--- config.mk ---
export PLATFORM = sky130hd
export DESIGN_NAME = pci_cfg_addr_gen
export DESIGN_NICKNAME = d
export VERILOG_FILES = /design/src/rtl/pci_cfg_pkg.sv /design/src/rtl/cfg_addr_reg.sv /design/src/rtl/cfg_ad_encode.sv /design/src/rtl/cfg_cycle_issue.sv /design/src/rtl/pci_cfg_addr_gen.sv
export SDC_FILE = /design/constraint.sdc
export NUM_CORES = 1
export LEC_CHECK = 0
export BUFFER_PORTS_ARGS = -buffer_cell sky130_fd_sc_hd__buf_2
export CELL_PAD_IN_SITES_DETAIL_PLACEMENT = 1
export CELL_PAD_IN_SITES_GLOBAL_PLACEMENT = 2
export CORE_UTILIZATION = 29
export CTS_CLUSTER_DIAMETER = 60
export DETAILED_ROUTE_END_ITERATION = 10
export PLACE_DENSITY = 0.83
export SLEW_MARGIN = 20
export SYNTH_ARGS = -nofsm -noshare
export SYNTH_HDL_FRONTEND = slang
export SYNTH_HIERARCHICAL = 1
export SYNTH_SLANG_ARGS = --single-unit
--- constraint.sdc ---
create_clock -name clk -period 3.65 [get_ports clk]
set_input_delay 0.365 -clock clk [delete_from_list [all_inputs] [get_ports clk]]
set_output_delay 0.365 -clock clk [all_outputs]
set_load 0.05 [all_outputs]
--- src/rtl/pci_cfg_pkg.sv ---
package pci_cfg_pkg;

    localparam int IO_AW     = 16;
    localparam int BUS_W     = 8;
    localparam int DEV_W     = 5;
    localparam int FN_W      = 3;
    localparam int REG_W     = 6;
    localparam int AD_W      = 32;
    localparam int IDSEL_LSB = 11;
    localparam int IDSEL_W   = AD_W - IDSEL_LSB;

    localparam logic [IO_AW-1:0] CFG_ADDR_PORT = 16'h0CF8;
    localparam logic [IO_AW-1:0] CFG_DATA_PORT = 16'h0CFC;

    typedef struct packed {
        logic             en;
        logic [BUS_W-1:0] bus;
        logic [DEV_W-1:0] dev;
        logic [FN_W-1:0]  fn;
        logic [REG_W-1:0] regn;
    } cfg_addr_t;

    typedef enum logic [1:0] {
        KIND_LOCAL = 2'd0,
        KIND_TYPE0 = 2'd1,
        KIND_ABORT = 2'd2,
        KIND_TYPE1 = 2'd3
    } cfg_kind_t;

    typedef struct packed {
        cfg_kind_t       kind;
        logic [AD_W-1:0] ad;
    } cfg_phase_t;

    function automatic logic [AD_W-1:0] pack_addr(cfg_addr_t a);
        return {a.en, 7'b0, a.bus, a.dev, a.fn, a.regn, 2'b00};
    endfunction

    function automatic cfg_addr_t unpack_addr(logic [AD_W-1:0] w);
        cfg_addr_t a;
        a.en   = w[31];
        a.bus  = w[23:16];
        a.dev  = w[15:11];
        a.fn   = w[10:8];
        a.regn = w[7:2];
        return a;
    endfunction

endpackage

--- src/rtl/cfg_addr_reg.sv ---
module cfg_addr_reg
    import pci_cfg_pkg::*;
(
    input  logic            clk,
    input  logic            rst,
    input  logic            wr_en,
    input  logic [AD_W-1:0] wdata,
    output cfg_addr_t       q
);

    always_ff @(posedge clk) begin
        if (rst)
            q <= '0;
        else if (wr_en)
            q <= unpack_addr(wdata);
    end

endmodule

--- src/rtl/cfg_ad_encode.sv ---
module cfg_ad_encode
    import pci_cfg_pkg::*;
#(
    parameter int NUM_IDSEL = 20
) (
    input  cfg_addr_t  a,
    output cfg_phase_t ph
);

    logic [NUM_IDSEL-1:0] idsel;
    logic [IDSEL_W-1:0]   upper;

    for (genvar g = 0; g < NUM_IDSEL; g++) begin : g_idsel
        assign idsel[g] = (a.dev == DEV_W'(g + 1));
    end

    // bit 0 of upper is AD11, which no device drives
    assign upper = IDSEL_W'(idsel) << 1;

    always_comb begin
        if (a.bus != '0) begin
            ph.kind = KIND_TYPE1;
            ph.ad   = {8'h00, a.bus, a.dev, a.fn, a.regn, 2'b01};
        end else if (a.dev == '0) begin
            ph.kind = KIND_LOCAL;
            ph.ad   = {24'h0, a.regn, 2'b00};
        end else if (|idsel) begin
            ph.kind = KIND_TYPE0;
            ph.ad   = {upper, a.fn, a.regn, 2'b00};
        end else begin
            ph.kind = KIND_ABORT;
            ph.ad   = {{IDSEL_W{1'b0}}, a.fn, a.regn, 2'b00};
        end
    end

endmodule

--- src/rtl/cfg_cycle_issue.sv ---
module cfg_cycle_issue
    import pci_cfg_pkg::*;
(
    input  logic            clk,
    input  logic            rst,
    input  logic            fire,
    input  logic            is_write,
    input  cfg_phase_t      ph,
    output logic            req,
    output logic [AD_W-1:0] ad,
    output logic            wr,
    output logic            local_acc,
    output logic            abort
);

    always_ff @(posedge clk) begin
        if (rst) begin
            req       <= 1'b0;
            ad        <= '0;
            wr        <= 1'b0;
            local_acc <= 1'b0;
            abort     <= 1'b0;
        end else begin
            req <= fire;
            if (fire) begin
                ad        <= ph.ad;
                wr        <= is_write;
                local_acc <= (ph.kind == KIND_LOCAL);
                abort     <= (ph.kind == KIND_ABORT);
            end
        end
    end

endmodule

--- src/rtl/pci_cfg_addr_gen.sv ---
module pci_cfg_addr_gen
    import pci_cfg_pkg::*;
#(
    parameter logic [IO_AW-1:0] ADDR_PORT = CFG_ADDR_PORT,
    parameter logic [IO_AW-1:0] DATA_PORT = CFG_DATA_PORT,
    parameter int               NUM_IDSEL = 20
) (
    input  logic             clk,
    input  logic             rst,
    input  logic             pci_rst_i,
    input  logic             io_strobe_i,
    input  logic             io_write_i,
    input  logic [IO_AW-1:0] io_addr_i,
    input  logic [3:0]       io_be_i,
    input  logic [AD_W-1:0]  io_wdata_i,
    output logic [AD_W-1:0]  io_rdata_o,
    output logic             io_hit_o,
    output logic             cfg_req_o,
    output logic [AD_W-1:0]  cfg_ad_o,
    output logic             cfg_write_o,
    output logic             cfg_local_o,
    output logic             cfg_abort_o
);

    localparam int DW_AW = IO_AW - 2;

    cfg_addr_t  addr_q;
    cfg_phase_t phase;
    logic       at_addr, at_data;
    logic       hit_addr, hit_data;

    assign at_addr  = io_addr_i[IO_AW-1:2] == ADDR_PORT[IO_AW-1:2];
    assign at_data  = io_addr_i[IO_AW-1:2] == DATA_PORT[IO_AW-1:2];
    assign hit_addr = io_strobe_i && at_addr && (io_be_i == 4'hF);
    assign hit_data = io_strobe_i && at_data && (io_be_i != 4'h0)
                      && addr_q.en && !pci_rst_i;

    cfg_addr_reg u_reg (
        .clk   (clk),
        .rst   (rst),
        .wr_en (hit_addr && io_write_i),
        .wdata (io_wdata_i),
        .q     (addr_q)
    );

    cfg_ad_encode #(.NUM_IDSEL(NUM_IDSEL)) u_enc (
        .a  (addr_q),
        .ph (phase)
    );

    cfg_cycle_issue u_issue (
        .clk       (clk),
        .rst       (rst),
        .fire      (hit_data),
        .is_write  (io_write_i),
        .ph        (phase),
        .req       (cfg_req_o),
        .ad        (cfg_ad_o),
        .wr        (cfg_write_o),
        .local_acc (cfg_local_o),
        .abort     (cfg_abort_o)
    );

    assign io_hit_o = hit_addr || hit_data;

    always_comb begin
        io_rdata_o = '0;
        if (hit_addr && !io_write_i)
            io_rdata_o = pack_addr(addr_q);
        else if (hit_data && !io_write_i && phase.kind == KIND_ABORT)
            io_rdata_o = '1;
    end

    logic unused_ok;
    assign unused_ok = ^{DW_AW};

endmodule

== Yosys cells after proc, flatten, opt, wreduce, memory -nomap -nowiden ==
Cells that the tools add are included.

* Output and inout port bits: 69
* Bits in registers: 59
* Input bits: 57
* Logic and storage cells: 57

* Equal/unequal tests: 24
* Reductions and logical operators: 18
* Muxes and demuxes: 5

{| class="wikitable"
|+ Operator list
! kind !! count
|-
| $mux W34 || 3
|-
| $mux W32 || 2
|-
| $eq A5 B4 Y1 const B || 8
|-
| $eq A14 B10 Y1 const B || 2
|-
| $eq A5 B5 Y1 const B || 5
|-
| $eq A5 B3 Y1 const B || 4
|-
| $reduce_or A20 Y1 || 1
|-
| $eq A5 B2 Y1 const B || 2
|-
| $logic_and A1 B1 Y1 || 10
|-
| $reduce_bool A8 Y1 || 1
|-
| $eq A5 B1 Y1 const B || 1
|-
| $logic_not A5 Y1 || 1
|-
| $eq A4 B4 Y1 const B || 1
|-
| $reduce_bool A4 Y1 || 1
|-
| $eq A2 B2 Y1 const B || 1
|-
| $logic_not A1 Y1 || 2
|-
| $logic_not A2 Y1 || 1
|-
| $logic_or A1 B1 Y1 || 1
|}

== Depth between registers and ports, before layout ==
Gate-level depths: netlist (run 1).

* Depth after elaboration: 9
* Mapped depth: 10
* Depth with buffers taken out: 7

== Cells and area by module ==
The synthesis (run 1) kept the hierarchy.

{| class="wikitable"
|+ By module, submodules not included
! module !! cells an instance !! area each (sq um) !! times used !! seq. area each (sq um)
|-
| cfg_cycle_issue || 117 || 1,316.3 || 1 || 720.7
|-
| cfg_addr_reg || 74 || 835.8 || 1 || 460.4
|-
| pci_cfg_addr_gen || 86 || 691.9 || 1 || 0.0
|-
| cfg_ad_encode || 65 || 436.7 || 1 || 0.0
|}

== Worst setup path after synthesis (run 1) ==
No wires, ideal clock.

* Path type: reg-to-output
* Start point: reg u_reg/q[21] (netlist bit)
* End point: out io_rdata_o[1]
* Data arrival time: 3.211 ns
* Buffers on the path: 3
* Stages on the path, launching flop included: 11
* Slack: 0.074 ns
* Required time: 3.285 ns
* Path through: dfxtp_1 > nor4_2 > and2_1 > buf_6 > inv_1 > a21o_1 > nor3b_1 > nand4_1 > buf_1 > nor2_1 > buf_4

{| class="wikitable"
|+ RTL lines
! what !! line !! RTL
|-
| start: declaration || cfg_addr_reg.sv:8 || <nowiki>output cfg_addr_t q</nowiki>
|-
| start signal: assignment || cfg_addr_reg.sv:15 || <nowiki>q <= unpack_addr(wdata);</nowiki>
|-
| end: declaration || pci_cfg_addr_gen.sv:16 || <nowiki>output logic [AD_W-1:0] io_rdata_o,</nowiki>
|}

==> flow_summary.toml, run 1 <==
[global_routing]
grt_max_degree = 60
grt_overflow = 0
grt_pass1_vias = 2919
antenna_found_initial = 0
grt_util_all_layers_pct = 16.8
grt_pass1_wl_um = 15000

[synthesis]
ys_ff_latch = 59
synthTopCellsByArea = "dfxtp_1, mux2i_1, o32ai_2"
syn_avg_cell_area_um2 = 9.59
yosysTopAreaCellShare_pct = 36.0
async_reset_ff_share_pct = 0
synth_ff_type = "dfxtp_1"
synth-edff-count = 0
yosysSeqAreaShare_pct = 36.0
synth_warnings = 6
synth_cells = 342
synth_area_um2 = 3280
syn_nets = 399
synth_cell_type_count = 42
yosys.area.top_type = "dfxtp_1"

[clock_tree]
cts_tree = "yes"
cts_buffers = 9
htreeDepth = 3
insertion_delay_ns = 0.32
post_cts_buffers = 0
clock_sinks = 59
path_clk_slew_ns = 0.05
clockRootBuffer = "clkbuf_16"
clock_path_buffers = 2

[timing]
whs_ns = 0.280
hold_violations = 0
fin_crit_ns = 3.37
relSlewSlack_pct = 47.5
max_clock_freq_ghz = 0.297
skew_ns = 0.00789
finalSetupTns_ns = 0
min_period_over_period_pct = 92.4
worst_pin_slew_ns = 0.787
setup_viol = 0
drv_slew = 0
rsz0062_at_grt = "no"

[placement]
placed_cell_area_um2 = 3760
dp_cells = 561
io_buffers = 114
dp_hpwl_um = 6810
gp_congestion = 0.777

[worst_setup_path]
worstPathRequired_ns = 3.28
slowest_stage = "nor4_2"
critPathMaxFanout = 16
start_kind = "register"
slowest_delay_ns = 0.49
crit_chain = "nor4_2 > and2_1 > inv_1 > a21o_1 > nor3b_1 > nand4_1 > buf_4 > nor2_2 > buf_2"
endpoint_kind = "output pin"
arrival_ns = 3.01
critPathKind = "register to output pin"

[final_layout]
fillers = 1276
antennaDiodeCount = 0
fin_nets = 489
syn2layout_area_growth_pct = 23.7
final_area_um2 = 4060
drive_above_1_share_pct = 39.8
final_cell_count_no_fill = 577

[outcome]
status = "complete, no violations"

[route]
avgViaCountPerCell = 4.93
drtIter0Drc = 139
vias = 2843
dr.pass1.iters = 4
final_antenna_net_count = 0
drc = 0
avgRoutedWirePerCell_um = 16.4
drt_wl_total_um = 9490

[power_and_ir_drop]
irDropWorstVdd_mv = 0.174
p_leak_nw = 1.63
swShare_pct = 20.6
powerDensity_nw_per_um2 = 375
p_seq_share_pct = 42.4
p_sw_mw = 0.314
clkPwrFrac_pct = 54.5
p_int_mw = 1.21
pwr-share-comb_pct = 3.1

[floorplan]
io_pins = 126
core_um2 = 10900
dieWidth_um = 108
die_height_um = 108
start_util_pct = 30.0
dieArea_um2 = 11700
rows = 38

[job]
maxCapViolations = 0

[hold_path]
hold_path.class = "input port to register"
-- synth_stat cells, types with 5 or more instances --
cell,instances
nor2_1,69
dfxtp_1,59
mux2i_1,56
nand2_1,28
o32ai_2,18
buf_4,15
clkbuf_1,9
nand4_1,7
buf_2,6
o32ai_1,6
a31o_2,5
buf_12,5
-- registers in the layout (all words and copies together), names as in the netlist --
register / count
u_issue/abort: 1
u_issue/ad: 32
u_issue/local_acc: 1
u_issue/req: 1
u_issue/wr: 1
u_reg/q: 23
-- cells in the final DEF, fill, tap and decap left out, types with 2 or more instances in the layout --
| cell type | instances |
|---|---|
| buf_2 | 113 |
| nor2_1 | 68 |
| dfxtp_1 | 59 |
| mux2i_1 | 56 |
| nand2_1 | 28 |
| o32ai_2 | 18 |
| clkbuf_16 | 9 |
| buf_4 | 9 |
| nand4_1 | 7 |
| o32ai_1 | 6 |
| a31o_2 | 5 |
| nand2b_1 | 4 |
| nor2b_1 | 4 |
| inv_1 | 3 |
| nor3b_1 | 3 |
| clkinv_2 | 3 |
| a41o_1 | 3 |
| mux2_2 | 3 |
| o21a_1 | 3 |
| nor4_1 | 2 |
| nor3_2 | 2 |
| nor4_2 | 2 |
| and2_1 | 2 |
| nand3_1 | 2 |
| buf_12 | 2 |
-- kinds of logic (layout without fill, tap and decap cells) --
logic type	after synthesis	count (layout)	share of synthesized area, %
compound gates	40	40	14.5
buf+inv	48	143	11.9
other cells	1	1	0.114
mux	59	59	18.1
simple gates	135	135	19.4
flops	59	59	36.0
-- metrics by stage --
| step | power [mW] | setup slack [ns] | utilization (%) |
|---|---|---|---|
| 2_1_floorplan | 0.675 | 0.0745 | - |
| 3_3_place_gp | 0.704 | 0.620 | 34.4 |
| 3_5_place_dp | 0.705 | 0.546 | 34.4 |
| 4_1_cts | 1.54 | 0.196 | 37.1 |
| 5_1_grt | 1.58 | 0.107 | 37.1 |
| 6_report | 1.52 | 0.278 | 37.1 |
-- power groups by stage --
stage                     combinational, mW  clock (mW)  sequential, mW
after floorplan                      0.0171           0           0.658
after global placement               0.0462           0           0.658
after detailed placement             0.0472           0           0.658
after CTS                            0.0471       0.853           0.644
after global routing                 0.0518       0.881           0.644
final                                0.0467       0.830           0.645
-- routing by layer --
metal | part of all wire (%) | up-vias | GRT usage (%)
met5 | 0 | - | 0
met3 | 6.2 | 11 | 4.40
met4 | 1.3 | 0 | 5.50
met2 | 49 | 95 | 28.9
met1 | 44 | 1370 | 20.3
li1 | - | 1367 | -
-- worst max-delay path, delay by kind of cell (launching register included) --
kind,cells,cell delay [ns]
compound gates,1,0.18
buf+inv,3,0.64
flops,1,0.36
simple gates,5,1.50
-- path summary, 6_finish.rpt --
check | end | slack, ns | from | cells after the start
max | io_rdata_o[27] | 0.28 | u_reg/q[21] | 9
min | u_reg/q[14] | 0.28 | io_wdata_i[16] | 3
max reg2reg | u_issue/local_acc | 1.68 | u_reg/q[21] | 6
min reg2reg | u_issue/local_acc | 0.47 | u_issue/local_acc | 2
-- repair_timing --
item | in CTS | in global routing
resized for setup | 0 | 1
hold buffers | 0 | 0
setup endpoints to repair | 0 | 9
-- area by class of cell --
type	instances	area, um^2	area share [%]
flip-flops and latches	59	1180	29.1
clock buffers	11	243	5.98
repair buffers	124	673	16.6
inverters	3	11.3	0.277
clock inverters	5	52.6	1.29
multi-input cells	235	1720	42.4
well taps	140	175	4.32
Power figures use the tool's default switching activity.
==> run 2, diff against run 1 <==
--- a/config.mk
+++ b/config.mk
@@ -11,7 +11,7 @@
 export CORE_UTILIZATION = 29
 export CTS_CLUSTER_DIAMETER = 60
 export DETAILED_ROUTE_END_ITERATION = 10
-export PLACE_DENSITY = 0.83
+export PLACE_DENSITY = 0.78
 export SLEW_MARGIN = 20
 export SYNTH_ARGS = -nofsm -noshare
 export SYNTH_HDL_FRONTEND = slang
==> run 2 against run 1 <==
  * Via count shrank 1.7%
  * Largest power group unchanged
  * Critical path depth unchanged
  * Cell area decreased by 0.92%
==> flow_summary.toml, run 2 (synthesized netlist as in run 1, its figures left out) <==
[clock_tree]
path_clk_slew_ns = 0.05
cts_buffers = 9
cts_tree = "yes"
clockRootBuffer = "clkbuf_16"
cts_resized = 0
insertion_delay_ns = 0.32
htreeDepth = 3
postCtsHoldBufs = 0
clock_sinks = 59
post_cts_buffers = 0
clock_path_buffers = 2

[worst_setup_path]
rrSetupSlack_ns = 1.68
crit_chain = "nor4_2 > and2_1 > inv_1 > a21o_1 > nor3b_1 > nand4_1 > buf_4 > o32ai_2 > buf_2"
slowest_delay_ns = 0.50
slowest_stage = "nor4_2"
critPathMaxFanout = 23
path_delay_family = "simple AND/OR/NAND/NOR gates"
crit_buf_inv = 3
arrival_ns = 2.99
critPathKind = "register to output pin"
start_kind = "register"
worstPathRequired_ns = 3.28
endpoint_kind = "output pin"

[outcome]
status = "complete, no violations"

[timing]
drv_slew = 0
worst_slack_ns = 0.298
worst_pin_slew_ns = 0.762
finalSetupTns_ns = 0
max_clock_freq_ghz = 0.298
hold_violations = 0
relSlewSlack_pct = 49.1
setup_viol = 0
min_period_over_period_pct = 91.8
skew_ns = 0.00406
rsz0062_at_grt = "no"
fin_crit_ns = 3.35

[final_layout]
antennaDiodeCount = 0
final_cell_mix = "buf_2, nor2_1, dfxtp_1"
drive_above_1_share_pct = 39.3
regMostFlops = "u_issue/ad"
fin_nets = 488
final_cell_count_no_fill = 575
utilization_pct = 36.8
top_regs = "u_issue/ad: 32 flops, u_reg/q: 23 flops"
syn2layout_area_growth_pct = 22.6
final_common_cell = "buf_2"
largest_register_ffs = 32

[global_routing]
antenna_found_initial = 0
grt_max_degree = 60
grt_util_all_layers_pct = 16.7
grt_overflow = 0
grt_pass1_vias = 2822
grt_pass1_wl_um = 14900

[placement]
dp_hpwl_um = 6840
dp_slack_ns = 0.593
io_buffers = 114
dp_cells = 560
gp_congestion = 0.752

[route]
dr.pass1.iters = 4
final_antenna_net_count = 0
avgViaCountPerCell = 4.86
drtIter0Drc = 83
drc = 0
vias = 2795
avgRoutedWirePerCell_um = 16.5
drt_wl_total_um = 9480

[floorplan]
dieArea_um2 = 11700
io_pins = 126
die_height_um = 108
core_um2 = 10900
start_util_pct = 30.0
dieWidth_um = 108
rows = 38

[hold_path]
hold_path.class = "input port to register"

[power_and_ir_drop]
irDropWorstVdd_mv = 0.167
p_leak_nw = 1.62
powerDensity_nw_per_um2 = 369
power.total_mw = 1.48

[job]
maxCapViolations = 0
run 2: where the power goes:
group / switching (mW) / internal (mW) / leakage, nW
logic: 0.0270 / 0.0201 / 1.00
clock network: 0.284 / 0.508 / 0.141
registers: 0.000000419 / 0.645 / 0.475
run 2: through the flow:
step                      cell area (um^2)  hold WS, ns
final                                 4020        0.284
after floorplan                       3280        0.437
after global routing                  4020        0.281
after global placement                3740        0.466
after CTS                             4020        0.274
after detailed placement              3740        0.470
run 2: final timing paths:
check / startpoint / end / depth (start not counted)
setup / recovery: u_reg/q[15] / io_rdata_o[9] / 9
hold / removal: io_wdata_i[4] / u_reg/q[2] / 3
setup reg to reg: u_reg/q[15] / u_issue/local_acc / 6
hold reg to reg: u_issue/abort / u_issue/abort / 2
run 2: area by class of cell:
| type | count | area [um^2] |
|---|---|---|
| inverter | 3 | 11.3 |
| sequential | 59 | 1180 |
| tap | 140 | 175 |
| fill | 1317 | 6910 |
| multi-input combinational | 235 | 1720 |
| clock buffer | 13 | 270 |
| timing repair buffer | 123 | 653 |
| clock inverter | 2 | 10.0 |
run 2: worst min-delay path, delay by kind of cell:
family	cells	cell delay (ns)
AND/OR/NAND/NOR	1	0.07
multiplexers	1	0.06
buffers and inverters	1	0.08
run 2: metal layers:
layer / wire, um / GRT usage [%] / vias up
li1: - / - / 1366
met1: 4490 / 21.7 / 1334
met2: 4380 / 27.2 / 85
met3: 489 / 3.74 / 10
met4: 116 / 5.79 / 0
met5: 0 / 0 / -
==> run 3, diff against run 2 <==
--- a/config.mk
+++ b/config.mk
@@ -6,7 +6,7 @@
 export NUM_CORES = 1
 export LEC_CHECK = 0
 export BUFFER_PORTS_ARGS = -buffer_cell sky130_fd_sc_hd__buf_2
-export CELL_PAD_IN_SITES_DETAIL_PLACEMENT = 1
+export CELL_PAD_IN_SITES_DETAIL_PLACEMENT = 2
 export CELL_PAD_IN_SITES_GLOBAL_PLACEMENT = 2
 export CORE_UTILIZATION = 29
 export CTS_CLUSTER_DIAMETER = 60
==> run 3 against run 2 <==
  * Highest routed layer unchanged
  * Utilization hardly changed
  * Hold slack better by 0.0026 ns
  * Clock skew is 0.0021 ns higher
  * Sequential cell count stayed put
  * Die area stayed put
  * Largest cell class unchanged
  * Clock-buffer cell count is 1 higher
  * Via count is 2.8% higher
  * Cell area hardly changed
  * Cell count is 0.17% higher
==> flow_summary.toml, run 3 (synthesized netlist as in run 1, its figures left out) <==
[timing]
drv_slew = 0
rsz0062_at_grt = "no"
min_period_over_period_pct = 92.9
hold_violations = 0
finalSetupTns_ns = 0
fin_crit_ns = 3.39
relSlewSlack_pct = 49.9
max_clock_freq_ghz = 0.295
worst_pin_slew_ns = 0.750
skew_ns = 0.00612
worst_slack_ns = 0.258
setup_viol = 0

[route]
drt_wl_total_um = 10400
avgViaCountPerCell = 4.99
vias = 2873
dr.pass1.iters = 4
avgRoutedWirePerCell_um = 18.1
drtIter0Drc = 74
drc = 0
final_antenna_net_count = 0

[clock_tree]
clockRootBuffer = "clkbuf_16"
cts_tree = "yes"
path_clk_slew_ns = 0.05
cts_buffers = 9
clock_sinks = 59
clock_path_buffers = 2
insertion_delay_ns = 0.32
htreeDepth = 3
postCtsHoldBufs = 0

[placement]
dp_slack_ns = 0.569
dp_hpwl_um = 7500
gp_congestion = 0.752
io_buffers = 114

[hold_path]
holdCritStartpoint = "io_wdata_i[6]"
hold_depth = 3
hold_path.class = "input port to register"
hold_path_end = "u_reg/q[4]"

[global_routing]
grt_pass1_wl_um = 16500
antenna_found_initial = 0
grt_overflow = 0
grt_max_degree = 60
grt_util_all_layers_pct = 18.6
grt_pass1_vias = 3082

[floorplan]
rows = 38
start_util_pct = 30.0
io_pins = 126
die_height_um = 108
dieWidth_um = 108
dieArea_um2 = 11700
core_um2 = 10900

[worst_setup_path]
r2r_start = "u_reg/q[15]"
critPathMaxFanout = 23
start_kind = "register"
endpoint_kind = "output pin"
worstPathRequired_ns = 3.28
reg2reg_to = "u_issue/local_acc"
critPathKind = "register to output pin"
r2r_cells = 6
arrival_ns = 3.03
rrSetupSlack_ns = 1.68

[final_layout]
largest_register_ffs = 32
fillers = 1216
top_regs = "u_issue/ad: 32 flops, u_reg/q: 23 flops"
final_common_cell = "buf_2"
syn2layout_area_growth_pct = 22.7
antennaDiodeCount = 0
final_cell_mix = "buf_2, nor2_1, dfxtp_1"
fin_nets = 488
drive_above_1_share_pct = 39.0
regMostFlops = "u_issue/ad"

[power_and_ir_drop]
p_leak_nw = 1.62
irDropWorstVdd_mv = 0.170
powerDensity_nw_per_um2 = 364

[job]
maxCapViolations = 0

[outcome]
status = "complete, no violations"
-- run 3: cell types whose count changed in the layout (fill, tap and decap cells not counted), sizes merged --
cell / previous run / this run
clkbuf: 13 / 14
-- run 3: worst max-delay path by stage --
stage / startpoint / end / slack, ns
after floorplan: u_reg/q[21] / io_rdata_o[1] / 0.07
after global routing: u_reg/q[15] / io_rdata_o[14] / 0.06
final: u_reg/q[15] / io_rdata_o[14] / 0.26
after global placement: u_reg/q[15] / io_rdata_o[9] / 0.59
after detailed placement: u_reg/q[21] / io_rdata_o[9] / 0.57
after CTS: u_reg/q[21] / io_rdata_o[9] / 0.14
-- run 3: where the power goes --
| part | internal [mW] | switching (mW) | leakage [nW] | total (mW) |
|---|---|---|---|---|
| Sequential | 0.645 | 0.000000451 | 0.475 | 0.645 |
| Combinational | 0.0202 | 0.0266 | 1.01 | 0.0468 |
| Clock | 0.494 | 0.278 | 0.137 | 0.772 |
-- run 3: repair_timing --
item	CTS	global route
endpoints found under the setup margin	0	3
gates resized for setup	0	1
setup buffers	0	0
-- run 3: worst max-delay path, stage by stage (launching register included) --
cell	delay, ns
dfxtp_1	0.35
nor4_2	0.48
and2_1	0.22
inv_1	0.08
a21o_1	0.19
nor3b_1	0.39
nand4_1	0.21
buf_4	0.29
o32ai_1	0.17
buf_2	0.33
-- run 3: area by class of cell --
cell class | count | area [um^2] | area share (%)
clock buffer | 14 | 264 | 6.56
clock inverter | 2 | 10.0 | 0.249
inverter | 3 | 11.3 | 0.280
multi-input combinational | 235 | 1730 | 43.0
sequential | 59 | 1180 | 29.4
tap | 140 | 175 | 4.35
timing repair buffer | 123 | 653 | 16.2
-- run 3: layer usage --
metal	up-vias	GRT usage [%]	routed length, um
li1	1370	-	-
met1	1413	22.2	4660
met2	82	33.6	5170
met3	8	4.34	499
met4	0	3.96	96
met5	-	0	0
-- run 3: through the flow --
step | hold slack, ns | power (mW) | std cells | cell area [um^2] | util [%]
CTS | 0.282 | 1.48 | 576 | 4010 | 36.7
global placement | 0.466 | 0.704 | 560 | 3740 | 34.2
floorplan | 0.437 | 0.675 | 342 | 3280 | -
finish | 0.286 | 1.46 | 576 | 4020 | 36.8
global route | 0.286 | 1.52 | 576 | 4020 | 36.8
detailed placement | 0.472 | 0.706 | 560 | 3740 | 34.2
